## config.mk

```make
export PLATFORM = sky130hd
export DESIGN_NAME = seg_blink_ctrl
export DESIGN_NICKNAME = d
export VERILOG_FILES = /design/src/rtl/seg_blink_pkg.sv /design/src/rtl/seg_blink_regs.sv /design/src/rtl/seg_blink_timer.sv /design/src/rtl/seg_blink_mux.sv /design/src/rtl/seg_blink_ctrl.sv
export SDC_FILE = /design/constraint.sdc
export NUM_CORES = 1
export LEC_CHECK = 0
export BUFFER_PORTS_ARGS = -buffer_cell sky130_fd_sc_hd__buf_2
export CAP_MARGIN = 20
export CORE_ASPECT_RATIO = 1.4
export CORE_MARGIN = 2
export CORE_UTILIZATION = 50
export CTS_CLUSTER_DIAMETER = 100
export DETAILED_ROUTE_END_ITERATION = 10
export PLACE_DENSITY_LB_ADDON = 0.2
export SYNTH_ARGS = -nofsm -noshare
export SYNTH_HDL_FRONTEND = slang
export SYNTH_SLANG_ARGS = --single-unit
```

## constraint.sdc

```tcl
create_clock -name clk -period 2 [get_ports clk]
set_clock_uncertainty 0.15 [all_clocks]
set_input_delay 0 -clock clk [delete_from_list [all_inputs] [get_ports clk]]
set_output_delay 0 -clock clk [all_outputs]
set_load 0.05 [all_outputs]
```

## src/rtl/seg_blink_pkg.sv

```systemverilog
package seg_blink_pkg;

    localparam int NCOM   = 4;
    localparam int BUS_W  = 8;
    localparam int ADDR_W = 2;

    localparam logic [ADDR_W-1:0] ADR_PIX  = 2'd0;
    localparam logic [ADDR_W-1:0] ADR_MASK = 2'd1;
    localparam logic [ADDR_W-1:0] ADR_RATE = 2'd2;

    typedef enum logic [0:0] {
        PH_ON  = 1'b0,
        PH_OFF = 1'b1
    } blink_phase_t;

endpackage

```

## src/rtl/seg_blink_regs.sv

```systemverilog
module seg_blink_regs
    import seg_blink_pkg::*;
#(
    parameter bit SEG_FIELD_HI = 1'b1
) (
    input  logic              clk,
    input  logic              rst,
    input  logic              wr_en,
    input  logic [ADDR_W-1:0] wr_addr,
    input  logic [BUS_W-1:0]  wr_data,
    output logic [NCOM-1:0]   pix_q,
    output logic [NCOM-1:0]   mask_q,
    output logic              rate_q,
    output logic              rate_chg
);

    localparam int FIELD_LO = SEG_FIELD_HI ? (BUS_W - NCOM) : 0;

    logic [NCOM-1:0] pix_field;
    logic            wr_pix;
    logic            wr_mask;
    logic            wr_rate;
    logic            unused_bits;

    generate
        if (SEG_FIELD_HI) begin : g_field_hi
            assign pix_field = wr_data[FIELD_LO +: NCOM];
        end else begin : g_field_lo
            assign pix_field = wr_data[NCOM-1:0];
        end
    endgenerate

    assign unused_bits = ^wr_data;

    always_comb begin
        wr_pix  = wr_en && (wr_addr == ADR_PIX);
        wr_mask = wr_en && (wr_addr == ADR_MASK);
        wr_rate = wr_en && (wr_addr == ADR_RATE);
    end

    assign rate_chg = wr_rate && (wr_data[0] != rate_q);

    always_ff @(posedge clk) begin
        if (rst) begin
            pix_q  <= '0;
            mask_q <= '0;
            rate_q <= 1'b0;
        end else begin
            if (wr_pix) begin
                pix_q <= pix_field;
            end
            if (wr_mask) begin
                mask_q <= wr_data[NCOM-1:0];
            end
            if (wr_rate) begin
                rate_q <= wr_data[0];
            end
        end
    end

endmodule

```

## src/rtl/seg_blink_timer.sv

```systemverilog
module seg_blink_timer
    import seg_blink_pkg::*;
#(
    parameter int TICKS_FAST = 500,
    parameter int TICKS_SLOW = 1000,
    parameter int CNT_W      = $clog2((TICKS_SLOW > TICKS_FAST) ? TICKS_SLOW : TICKS_FAST)
) (
    input  logic             clk,
    input  logic             rst,
    input  logic             tick,
    input  logic             rate_sel,
    input  logic             restart,
    output logic             phase_on,
    output logic [CNT_W-1:0] cnt_q
);

    localparam logic [CNT_W-1:0] LIM_FAST = CNT_W'(TICKS_FAST - 1);
    localparam logic [CNT_W-1:0] LIM_SLOW = CNT_W'(TICKS_SLOW - 1);

    blink_phase_t     state_q;
    blink_phase_t     state_d;
    logic [CNT_W-1:0] cnt_d;
    logic [CNT_W-1:0] lim;
    logic             half_done;

    assign lim       = rate_sel ? LIM_SLOW : LIM_FAST;
    assign half_done = tick && (cnt_q == lim);

    // state register
    always_ff @(posedge clk) begin
        if (rst) begin
            state_q <= PH_ON;
            cnt_q   <= '0;
        end else begin
            state_q <= state_d;
            cnt_q   <= cnt_d;
        end
    end

    // next state and count
    always_comb begin
        state_d = state_q;
        cnt_d   = cnt_q;
        if (restart) begin
            state_d = PH_ON;
            cnt_d   = '0;
        end else if (half_done) begin
            cnt_d = '0;
            unique case (state_q)
                PH_ON:   state_d = PH_OFF;
                PH_OFF:  state_d = PH_ON;
                default: state_d = PH_ON;
            endcase
        end else if (tick) begin
            cnt_d = cnt_q + 1'b1;
        end
    end

    // outputs
    always_comb begin
        unique case (state_q)
            PH_ON:   phase_on = 1'b1;
            PH_OFF:  phase_on = 1'b0;
            default: phase_on = 1'b1;
        endcase
    end

endmodule

```

## src/rtl/seg_blink_mux.sv

```systemverilog
module seg_blink_mux
    import seg_blink_pkg::*;
(
    input  logic [NCOM-1:0] pix,
    input  logic [NCOM-1:0] mask,
    input  logic            phase_on,
    output logic [NCOM-1:0] seg
);

    generate
        for (genvar i = 0; i < NCOM; i++) begin : g_com
            assign seg[i] = pix[i] & ~(mask[i] & ~phase_on);
        end
    endgenerate

endmodule

```

## src/rtl/seg_blink_ctrl.sv

```systemverilog
module seg_blink_ctrl
    import seg_blink_pkg::*;
#(
    parameter bit SEG_FIELD_HI = 1'b1,
    parameter int TICKS_FAST   = 500,
    parameter int TICKS_SLOW   = 1000
) (
    input  logic              clk,
    input  logic              rst,
    input  logic              tick_1k,
    input  logic              wr_en,
    input  logic [ADDR_W-1:0] wr_addr,
    input  logic [BUS_W-1:0]  wr_data,
    output logic [NCOM-1:0]   seg_out
);

    localparam int CNT_W = $clog2((TICKS_SLOW > TICKS_FAST) ? TICKS_SLOW : TICKS_FAST);

    logic [NCOM-1:0]  pix_q;
    logic [NCOM-1:0]  mask_q;
    logic             rate_q;
    logic             rate_chg;
    logic             phase_on;
    logic [CNT_W-1:0] cnt_q;

    seg_blink_regs #(
        .SEG_FIELD_HI (SEG_FIELD_HI)
    ) u_regs (
        .clk      (clk),
        .rst      (rst),
        .wr_en    (wr_en),
        .wr_addr  (wr_addr),
        .wr_data  (wr_data),
        .pix_q    (pix_q),
        .mask_q   (mask_q),
        .rate_q   (rate_q),
        .rate_chg (rate_chg)
    );

    seg_blink_timer #(
        .TICKS_FAST (TICKS_FAST),
        .TICKS_SLOW (TICKS_SLOW),
        .CNT_W      (CNT_W)
    ) u_timer (
        .clk      (clk),
        .rst      (rst),
        .tick     (tick_1k),
        .rate_sel (rate_q),
        .restart  (rate_chg),
        .phase_on (phase_on),
        .cnt_q    (cnt_q)
    );

    seg_blink_mux u_mux (
        .pix      (pix_q),
        .mask     (mask_q),
        .phase_on (phase_on),
        .seg      (seg_out)
    );

endmodule

```

==> run summary, run 1 <==
Nets - 152
Buffers on Ports - 17
CTS H-tree lvls - 1
global-route wire length before repair - 3.97 mm
IO Count - 18
Leak - 0.528 nW
status - complete, no violations
multi-input logic area - 503 um2
GRT Util Overall - 25.5%
Die Width - 40.7 um
Max Buffers Root-to-Sink - 2
Crit-path slowest cell - dlygate4sd3_1
Reg2Reg Setup Slack - 0.08 ns
detailed placement HPWL - 1.34 mm
FF/Latch Area - 400 um2
CP arrival - 1.96 ns
via/cell ratio - 5.74
Final Max Tran Viols - 0
final setup TNS - 0 ns
Initial Util - 52.9%
RSZ-0062 raised after global routing - no
WS Path Type - flop to flop
Routed Antenna Nets - 0
Yosys cell types - 27
row cnt - 18
post-DR wirelength/cell - 15.6 um
critical path depth in cells - 4
worst path buffer plus inverter count - 2
relative slew slack - 70.6%
final setup vio count - 0
Period Utilization, post-route - 95.8%
initial antenna violation count - 0
Yosys warning count - 0
Sink Count - 20
most frequent CP cell - dlygate4sd3_1
n_diodes - 0
CP Capture Type - flop
die height - 55.3 um
CTS Buf Count - 3
#FFs+latches synth - 20
Layout area overhead - 40.3%
Worst path max stage delay - 0.58 ns
syn nets - 108
Pre-antenna DRT Iters - 4
die area - 0.00225 mm2
f_max - 0.522 GHz
Placeable Area - 0.00178 mm2
Largest delay share family, worst path - buffers and inverters
mean post-synth cell area - 10.1 um2
global placer's final weighted congestion - 0.732
crit-path cells - mux2i_1 -> dlygate4sd3_1 -> nor2_1 -> dlygate4sd3_1
Worst Max-Slew Pin Slew - 0.440 ns
Max VDD drop - 661 uV
initial DRC count - 10
pin count of the biggest net entering global routing - 13
drt drc - 0
number of cells produced by synthesis - 93
CTS tree - done
Hold Vio Cnt, Final - 0
minimum clock period - 1.92 ns
Max-Cap Viols - 0
r2r worst-path depth - 4
vias in the first global route - 928
clk slew on worst S/H paths - 0.12 ns
# fillers - 119
CP required - 2.05 ns
grt ovf - 0
Hold Crit Class - primary input to flop
routed vias - 895
sequential element share of the synthesized area - 42.6%
worst-skew pair later-pin latency - 0.30 ns
postcts setup bufs - 0
Max FO, Critical Path - 2
Final Util - 74.2%
CTS root buf - clkbuf_4
Detailed Route WL - 2.43 mm
pwr dens - 643 mW/mm2
share of layout cells above drive strength 1 - 19.9%
Worst setup SP type - flop
Syn Std Cell Area - 941 um2
Hold Path Depth - 4
cells in the final DEF, fill, tap and decap left out, types with 3 or more instances in the layout:
cell	netlist	routed
buf_4	0	3
mux2i_1	11	11
nor2_1	9	9
nand4_1	3	3
a21boi_0	4	4
nand3_1	3	3
o31ai_1	4	4
buf_2	0	17
dfxtp_1	20	20
or4_1	4	4
inv_1	3	3
clkbuf_4	0	3
xor2_1	3	3
a211oi_1	5	5
dlygate4sd3_1	0	22
nor3_1	5	5
cell families (layout without fill, tap and decap cells):
family / after synthesis / in the layout / synth area share [%]
AND/OR/NAND/NOR: 32 / 32 / 19.8
flip-flops: 20 / 20 / 42.6
buffers and inverters: 6 / 49 / 3.99
AO/OA/AOI/OAI: 18 / 18 / 16.0
multiplexers: 11 / 11 / 11.7
adder cells (fa/ha/maj): 1 / 1 / 1.33
XOR/XNOR: 5 / 5 / 4.66
synth_stat cells (all sizes together):
cell           number  area share [%]
a2111oi             1             2.9
a211oi              5             4.0
a21boi              4             3.2
buf                 1             1.2
clkbuf              1            0.40
clkdlybuf4s15       1             1.2
dfxtp              20              43
ha                  1             1.3
inv                 3             1.2
mux2i              11              12
nand2               2            0.80
nand3               3             1.6
nand3b              2             1.6
nand4               3             2.0
nand4b              1            0.93
nor2                9             3.6
nor3                5             2.7
nor3b               1             1.3
o211ai              2             1.6
o21ai               2             1.1
o31ai               4             3.2
or3                 1            0.67
or4                 4             3.2
or4b                1             1.5
xnor2               2             1.9
xor2                3             2.8
worst min-delay path: cells and delay by family:
family	cells	cell delay, ns
buffers and inverters	1	0.12
AND/OR/NAND/NOR	2	0.25
multiplexers	1	0.10
through the flow:
stage,total power [mW],setup WS [ns],cell area [um2],instances,hold WS [ns]
3_3_place_gp,0.495,0.201,1050,130,0.0848
4_1_cts,0.854,0.162,1320,156,0.0393
3_5_place_dp,0.498,0.179,1050,130,0.0987
2_1_floorplan,0.471,0.225,941,93,-0.00606
5_1_grt,0.889,0.0258,1320,156,0.0658
6_report,0.848,0.0839,1320,156,0.0557
power breakdown:
part / total [mW] / switching [mW] / internal, mW
Sequential: 0.417 / 0.00867 / 0.409
Clock: 0.326 / 0.123 / 0.203
Combinational: 0.105 / 0.0498 / 0.0556
Total: 0.848 / 0.181 / 0.667
path summary, 6_finish.rpt:
kind,start,end
min reg2reg,u_timer.cnt_q[8],u_timer.cnt_q[8]
max,u_regs.pix_q[3],u_regs.pix_q[3]
min,wr_en,u_regs.rate_q
max reg2reg,u_regs.pix_q[3],u_regs.pix_q[3]
flip-flops by register name, summed over array words and instances (netlist names):
signal	flops
u_timer.state_q	1
u_regs.mask_q	4
u_regs.pix_q	4
u_regs.rate_q	1
u_timer.cnt_q	10
per-layer routing:
metal | GRT usage (%) | vias to the layer above | wire, um
met3 | 5.62 | 7 | 123
met4 | 9.05 | 0 | 42
met1 | 28.5 | 424 | 985
met2 | 43.8 | 30 | 1280
li1 | - | 434 | -
met5 | 0 | - | 0
final cells by class:
class / instances / share of cell area [%]
multi-input cells: 67 / 38.1
well taps: 20 / 1.90
flip-flops and latches: 20 / 30.3
inverters: 3 / 0.853
clock inverters: 1 / 2.27
clock buffers: 3 / 1.71
repair buffers: 42 / 24.8
what timing repair did:
item                                   CTS  global route
gates resized for setup                  0             0
hold buffers                            22             0
endpoints found under the hold margin   11             0
No activity file was read; power rests on OpenSTA's default activity.
==> inputs of run 2 (changes only) <==
--- a/config.mk
+++ b/config.mk
@@ -5,6 +5,7 @@
 export SDC_FILE = /design/constraint.sdc
 export NUM_CORES = 1
 export LEC_CHECK = 0
+export ABC_AREA = 1
 export BUFFER_PORTS_ARGS = -buffer_cell sky130_fd_sc_hd__buf_2
 export CAP_MARGIN = 20
 export CORE_ASPECT_RATIO = 1.4
@@ -13,6 +14,7 @@
 export CTS_CLUSTER_DIAMETER = 100
 export DETAILED_ROUTE_END_ITERATION = 10
 export PLACE_DENSITY_LB_ADDON = 0.2
+export RECOVER_POWER = 100
 export SYNTH_ARGS = -nofsm -noshare
 export SYNTH_HDL_FRONTEND = slang
 export SYNTH_SLANG_ARGS = --single-unit
==> run 2 against run 1 <==
- cell count is 23% higher
- maximum frequency up 13%
- via count rose by 6.8%
- register-to-register slack better by 0.22 ns
- first-iteration DRC count up 70%
- synthesized cell count rose by 43%
- die area is 2.4% higher
- routed wire length fell by 9.3%
- worst hold slack gained 0.098 ns
- clock-buffer cell count is 1 higher
- power fell by 12%
- critical endpoint is now u_timer.cnt_q[8]
- highest routed layer unchanged
==> run summary, run 2 <==
RSZ-0062 raised after global routing - no (unchanged)
worst-skew pair later-pin latency - 0.31 ns (was 0.30 ns)
GRT Util Overall - 21.7% (was 25.5%)
CP arrival - 1.75 ns (was 1.96 ns)
Syn Std Cell Area - 966 um2 (was 941 um2)
Reg2Reg Setup Slack - 0.31 ns (was 0.08 ns)
Worst setup SP type - flop (unchanged)
#FFs+latches synth - 20 (unchanged)
# fillers - 152 (was 119)
Hold Vio Cnt, Final - 0 (unchanged)
Max FO, Critical Path - 9 (was 2)
CTS Buf Count - 3 (unchanged)
pin count of the biggest net entering global routing - 12 (was 13)
CTS tree - done (unchanged)
pwr dens - 584 mW/mm2 (was 643 mW/mm2)
Nets - 188 (was 152)
top cells by instance count after synthesis - nand2_1, dfxtp_1, inv_1 (was dfxtp_1, mux2i_1, nor2_1)
Max-Cap Viols - 0 (unchanged)
die height - 56.0 um (was 55.3 um)
relative slew slack - 60.0% (was 70.6%)
max reg flops - 10 (unchanged)
RR Endpoint - u_timer.cnt_q[8] (was u_regs.pix_q[3])
vias in the first global route - 904 (was 928)
most frequent cells in the layout - nand2_1, dfxtp_1, dlygate4sd3_1 (was dlygate4sd3_1, dfxtp_1, buf_2)
drt drc - 0 (unchanged)
initial antenna violation count - 0 (unchanged)
crit-path cells - ha_1 -> nand2_1 -> inv_1 -> nand2_2 -> nor2_1 -> nand3_1 -> nand2_4 -> a21oi_1 (was mux2i_1 -> dlygate4sd3_1 -> nor2_1 -> dlygate4sd3_1)
Hold WS - 0.154 ns (was 0.0557 ns)
mean post-synth cell area - 7.26 um2 (was 10.1 um2)
IO Count - 18 (unchanged)
CTS root buf - clkbuf_4 (unchanged)
Post-synth EDFFs - 0 (unchanged)
Crit-path slowest cell - dfxtp_1 (was dlygate4sd3_1)
Layout area overhead - 32.1% (was 40.3%)
postcts setup bufs - 0 (unchanged)
Main synth FF type - dfxtp_1 (unchanged)
Final Max Tran Viols - 0 (unchanged)
Max Buffers Root-to-Sink - 2 (unchanged)
Buffers on Ports - 17 (unchanged)
share of layout cells above drive strength 1 - 16.3% (was 19.9%)
Critical R2R Launch - u_timer.cnt_q[0] (was u_regs.pix_q[3])
Synth area leaders - dfxtp_1, nand2_1, a21oi_1 (was dfxtp_1, mux2i_1, a211oi_1)
grt ovf - 0 (unchanged)
worst path buffer plus inverter count - 1 (was 2)
Sink Count - 20 (unchanged)
Leak - 0.537 nW (was 0.528 nW)
hold endpoint - u_timer.state_q (was u_regs.rate_q)
final setup TNS - 0 ns (unchanged)
Worst Max-Slew Pin Slew - 0.603 ns (was 0.440 ns)
commonest non-fill, non-tap cell in the layout - nand2_1 (was dlygate4sd3_1)
number of cells produced by synthesis - 133 (was 93)
most common cell in the netlist - nand2_1 (was dfxtp_1)
biggest regs - u_timer.cnt_q x10, u_regs.mask_q x4, u_regs.pix_q x4 (unchanged)
share of the synthesized area in the top cell type - 41.5% (was 42.6%)
f_max - 0.590 GHz (was 0.522 GHz)
post-cts sizing count - 0 (unchanged)
via/cell ratio - 4.98 (was 5.74)
ys async rst share - 0% (unchanged)
row cnt - 18 (unchanged)
Yosys cell types - 25 (was 27)
post-DR wirelength/cell - 11.5 um (was 15.6 um)
Max VDD drop - 488 uV (was 661 uV)
die area - 0.00230 mm2 (was 0.00225 mm2)
largest register by flop count - u_timer.cnt_q (unchanged)
biggest area consumer among synthesized cells - dfxtp_1 (unchanged)
clk slew on worst S/H paths - 0.12 ns (about the same)
Placeable Area - 0.00180 mm2 (was 0.00178 mm2)
Hold Path Depth - 6 (was 4)
final setup vio count - 0 (unchanged)
CTS H-tree lvls - 1 (unchanged)
Detailed Route WL - 2.20 mm (was 2.43 mm)
Routed Antenna Nets - 0 (unchanged)
detailed placement HPWL - 1.46 mm (was 1.34 mm)
CP required - 2.05 ns (about the same)
Hold Crit Class - primary input to flop (unchanged)
CTS Hold Bufs - 19 (was 22)
Largest delay share family, worst path - simple AND/OR/NAND/NOR gates (was buffers and inverters)
Yosys warning count - 0 (unchanged)
Pre-antenna DRT Iters - 4 (unchanged)
Initial Util - 53.6% (was 52.9%)
r2r worst-path depth - 8 (was 4)
CP Capture Type - flop (unchanged)
Period Utilization, post-route - 84.7% (was 95.8%)
global placer's final weighted congestion - 0.758 (was 0.732)
global-route wire length before repair - 3.39 mm (was 3.97 mm)
minimum clock period - 1.69 ns (was 1.92 ns)
initial DRC count - 17 (was 10)
status - complete, no violations (unchanged)
WS Path Type - flop to flop (unchanged)
routed vias - 956 (was 895)
syn nets - 148 (was 108)
sequential element share of the synthesized area - 41.5% (was 42.6%)
hold path startpoint - wr_addr[1] (was wr_en)
n_diodes - 0 (unchanged)
Worst path max stage delay - 0.41 ns (was 0.58 ns)
Die Width - 41.1 um (was 40.7 um)
## run 2: kinds of logic (layout without fill, tap and decap cells)
logic type	after synthesis	count (layout)	synth area share (%)
simple gates	67	67	32.9
xor+xnor	3	3	2.72
flops	20	20	41.5
compound gates	22	22	13.9
fa+ha+maj	1	1	1.30
buf+inv	20	59	7.77
## run 2: metrics by stage
stage	total power [mW]	area [um2]	instances	setup slack, ns	util, %
after floorplan	0.464	966	133	0.399	-
after global placement	0.488	1070	169	0.590	59.5
after detailed placement	0.489	1070	169	0.510	59.5
after CTS	0.747	1300	192	0.494	72.1
after global routing	0.778	1280	192	0.215	70.8
final	0.745	1280	192	0.306	70.8
## run 2: power breakdown
| group | internal (mW) | switching, mW |
|---|---|---|
| sequential | 0.408 | 0.00689 |
| clock | 0.111 | 0.130 |
| combinational | 0.0431 | 0.0464 |
| total | 0.562 | 0.183 |
## run 2: how the worst max path moves through the flow
stage	from	to	slack, ns	depth (start not counted)
final	u_timer.cnt_q[0]	u_timer.cnt_q[8]	0.31	8
after global routing	u_timer.cnt_q[0]	u_timer.cnt_q[8]	0.22	8
after CTS	u_timer.cnt_q[0]	u_timer.cnt_q[6]	0.49	8
after detailed placement	u_timer.cnt_q[0]	u_timer.cnt_q[6]	0.51	8
after global placement	u_timer.cnt_q[0]	u_timer.cnt_q[6]	0.59	8
after floorplan	u_regs.pix_q[0]	seg_out[0]	0.40	1
## run 2: final cells by class
cell class	instances	area (um2)	share of cell area, %
Inverter	19	71.3	5.59
Timing Repair Buffer	36	269	21.1
Clock buffer	4	36.3	2.84
Multi-Input combinational cell	93	474	37.2
Tap cell	20	25.0	1.96
Sequential cell	20	400	31.4
## run 2: routing by layer
layer / part of all wire, % / routed length [um] / global-route usage [%]
met4: 3.2 / 71 / 13.8
met1: 40 / 877 / 19.6
met2: 53 / 1180 / 39.7
met5: 0 / 0 / 0
met3: 3.5 / 78 / 2.40
## run 2: worst register-to-register path: stages (launching register included)
cell and delay, ns:
dfxtp_1 0.41, ha_1 0.18, nand2_1 0.10, inv_1 0.10
nand2_2 0.05, nor2_1 0.16, nand3_1 0.20, nand2_4 0.19
a21oi_1 0.06
==> inputs of run 3 (changes only) <==
--- a/config.mk
+++ b/config.mk
@@ -10,7 +10,7 @@
 export CAP_MARGIN = 20
 export CORE_ASPECT_RATIO = 1.4
 export CORE_MARGIN = 2
-export CORE_UTILIZATION = 50
+export CORE_UTILIZATION = 47
 export CTS_CLUSTER_DIAMETER = 100
 export DETAILED_ROUTE_END_ITERATION = 10
 export PLACE_DENSITY_LB_ADDON = 0.2
==> constraint.sdc (replaced) <==
create_clock -name clk -period 1.5 [get_ports clk]
set_clock_uncertainty 0.15 [all_clocks]
set_input_delay 0 -clock clk [delete_from_list [all_inputs] [get_ports clk]]
set_output_delay 0 -clock clk [all_outputs]
set_load 0.05 [all_outputs]
==> run 3 against run 2 <==
- power increased by 52%
- design area increased by 6.9%
- clock-buffer cell count decreased by 1
- register-to-register slack got worse by 0.19 ns
- largest cell class unchanged
- critical endpoint is now u_timer.cnt_q[4]
- combinational power increased by 46%
- maximum frequency increased by 22%
- first-iteration DRC count unchanged
==> run summary, run 3 (synthesis results as in run 2) <==
status - complete, no violations (unchanged)
r2r worst-path depth - 8 (unchanged)
max reg flops - 10 (unchanged)
Hold Vio Cnt, Final - 0 (unchanged)
commonest non-fill, non-tap cell in the layout - nand2_1 (unchanged)
pre-CTS setup slack - 0.0512 ns (was 0.510 ns)
global placer's final weighted congestion - 0.771 (was 0.758)
detailed placement HPWL - 1.45 mm (was 1.46 mm)
Leak - 0.572 nW (was 0.537 nW)
CTS root buf - clkbuf_4 (unchanged)
minimum clock period - 1.39 ns (was 1.69 ns)
Hold Crit Class - flop to flop (was primary input to flop)
final setup vio count - 0 (unchanged)
Routed Antenna Nets - 0 (unchanged)
Max VDD drop - 638 uV (was 488 uV)
pin count of the biggest net entering global routing - 13 (was 12)
share of layout cells above drive strength 1 - 24.0% (was 16.3%)
grt ovf - 0 (unchanged)
Max FO, Critical Path - 5 (was 9)
Critical R2R Launch - u_timer.cnt_q[0] (unchanged)
post-DR wirelength/cell - 11.2 um (was 11.5 um)
IO Count - 18 (unchanged)
Die Width - 42.3 um (was 41.1 um)
Post-DP Area - 0.00107 mm2 (about the same)
largest register by flop count - u_timer.cnt_q (unchanged)
Hold WS - 0.341 ns (was 0.154 ns)
crit path from - u_timer.cnt_q[0] (unchanged)
WS Path Type - flop to flop (unchanged)
Placeable Area - 0.00195 mm2 (was 0.00180 mm2)
Final Max Tran Viols - 0 (unchanged)
CP required - 1.56 ns (was 2.05 ns)
CP arrival - 1.45 ns (was 1.75 ns)
worst-skew pair later-pin latency - 0.31 ns (about the same)
Layout Cell Area excl Fill - 0.00136 mm2 (was 0.00128 mm2)
relative slew slack - 78.3% (was 60.0%)
Pre-antenna DRT Iters - 4 (unchanged)
Detailed Route WL - 2.20 mm (about the same)
global-route wire length before repair - 3.69 mm (was 3.39 mm)
hold path startpoint - u_timer.cnt_q[1] (was wr_addr[1])
Max Buffers Root-to-Sink - 2 (unchanged)
Layout area overhead - 41.2% (was 32.1%)
CTS tree - done (unchanged)
row cnt - 19 (was 18)
biggest regs - u_timer.cnt_q x10, u_regs.mask_q x4, u_regs.pix_q x4 (unchanged)
crit path to - u_timer.cnt_q[4] (was u_timer.cnt_q[8])
drt drc - 0 (unchanged)
die area - 0.00244 mm2 (was 0.00230 mm2)
Period Utilization, post-route - 92.4% (was 84.7%)
CP Capture Type - flop (unchanged)
initial DRC count - 17 (unchanged)
die height - 57.6 um (was 56.0 um)
routed vias - 964 (was 956)
n_diodes - 0 (unchanged)
Finished Layout Cells - 196 (was 192)
Nets - 191 (was 188)
setup ws final - 0.114 ns (was 0.306 ns)
CTS H-tree lvls - 1 (unchanged)
RR Endpoint - u_timer.cnt_q[4] (was u_timer.cnt_q[8])
vias in the first global route - 922 (was 904)
most frequent cells in the layout - nand2_1, dlygate4sd3_1, dfxtp_1 (was nand2_1, dfxtp_1, dlygate4sd3_1)
pwr dens - 828 mW/mm2 (was 584 mW/mm2)
Max-Cap Viols - 0 (unchanged)
Buffers on Ports - 17 (unchanged)
via/cell ratio - 4.92 (was 4.98)
Sink Count - 20 (unchanged)
Worst setup SP type - flop (unchanged)
clk slew on worst S/H paths - 0.11 ns (was 0.12 ns)
overall power - 1.13 mW (was 745 uW)
f_max - 0.722 GHz (was 0.590 GHz)
Inst Count DP - 170 (was 169)
Initial Util - 49.6% (was 53.6%)
Reg2Reg Setup Slack - 0.11 ns (was 0.31 ns)
CTS Buf Count - 3 (unchanged)
Worst Max-Slew Pin Slew - 0.325 ns (was 0.603 ns)
initial antenna violation count - 0 (unchanged)
GRT Util Overall - 19.8% (was 21.7%)
-- run 3: cell types whose count changed in the layout (fill, tap and decap cells not counted), moves of 2 or more --
cell | previous run | this run
clkbuf_1 | 5 | 0
clkbuf_2 | 0 | 5
dfxtp_1 | 20 | 17
dfxtp_2 | 0 | 3
dlygate4sd3_1 | 19 | 21
nand3_1 | 9 | 7
-- run 3: routing by layer --
metal | up-vias | global-route usage [%] | wire, um
li1 | 506 | - | -
met1 | 435 | 20.7 | 837
met2 | 18 | 37.8 | 1220
met3 | 5 | 1.87 | 80
met4 | 0 | 10.7 | 57
met5 | - | 0 | 0
-- run 3: worst max-delay path, stage by stage, from the launching register on --
cell	delay, ns
dfxtp_2	0.37
ha_1	0.14
nand2_1	0.10
inv_2	0.08
nand2_2	0.06
nor2_4	0.11
nand3_4	0.12
nand2_4	0.11
nor2_1	0.05
-- run 3: cell type report --
| class | count | area (um2) |
|---|---|---|
| clock inverters | 1 | 30.0 |
| clock buffers | 3 | 22.5 |
| flip-flops and latches | 20 | 404 |
| fillers | 157 | 586 |
| inverters | 19 | 71.3 |
| well taps | 21 | 26.3 |
| repair buffers | 38 | 295 |
| multi-input cells | 94 | 514 |
-- run 3: worst min path at each step --
stage               cells after the start  slack, ns          endpoint
floorplan                               2     -0.006  u_regs.mask_q[1]
global placement                        3       0.10   u_regs.pix_q[2]
detailed placement                      3       0.11   u_regs.pix_q[2]
CTS                                     6       0.17   u_timer.state_q
global route                            2       0.37  u_timer.cnt_q[0]
finish                                  2       0.34  u_timer.cnt_q[1]
-- run 3: through the flow --
| step | TNS [ns] | utilization (%) |
|---|---|---|
| 2_1_floorplan | -0.303 | - |
| 3_3_place_gp | 0 | 55.1 |
| 3_5_place_dp | 0 | 55.1 |
| 4_1_cts | 0 | 67.5 |
| 5_1_grt | -0.173 | 70.0 |
| 6_report | 0 | 70.0 |
-- run 3: timing repair --
item / 4_1_cts / 5_1_grt
endpoints found under the hold margin: 15 / 1
buffers inserted: 0 / 0
endpoints found under the setup margin: 0 / 12
hold buffers: 19 / 3
resized for setup: 0 / 7
-- run 3: where the power goes --
group	leakage [nW]	internal, mW	switching, mW
logic	0.380	0.0645	0.0664
clock network	0.0279	0.271	0.174
registers	0.163	0.544	0.00883
total	0.572	0.880	0.250
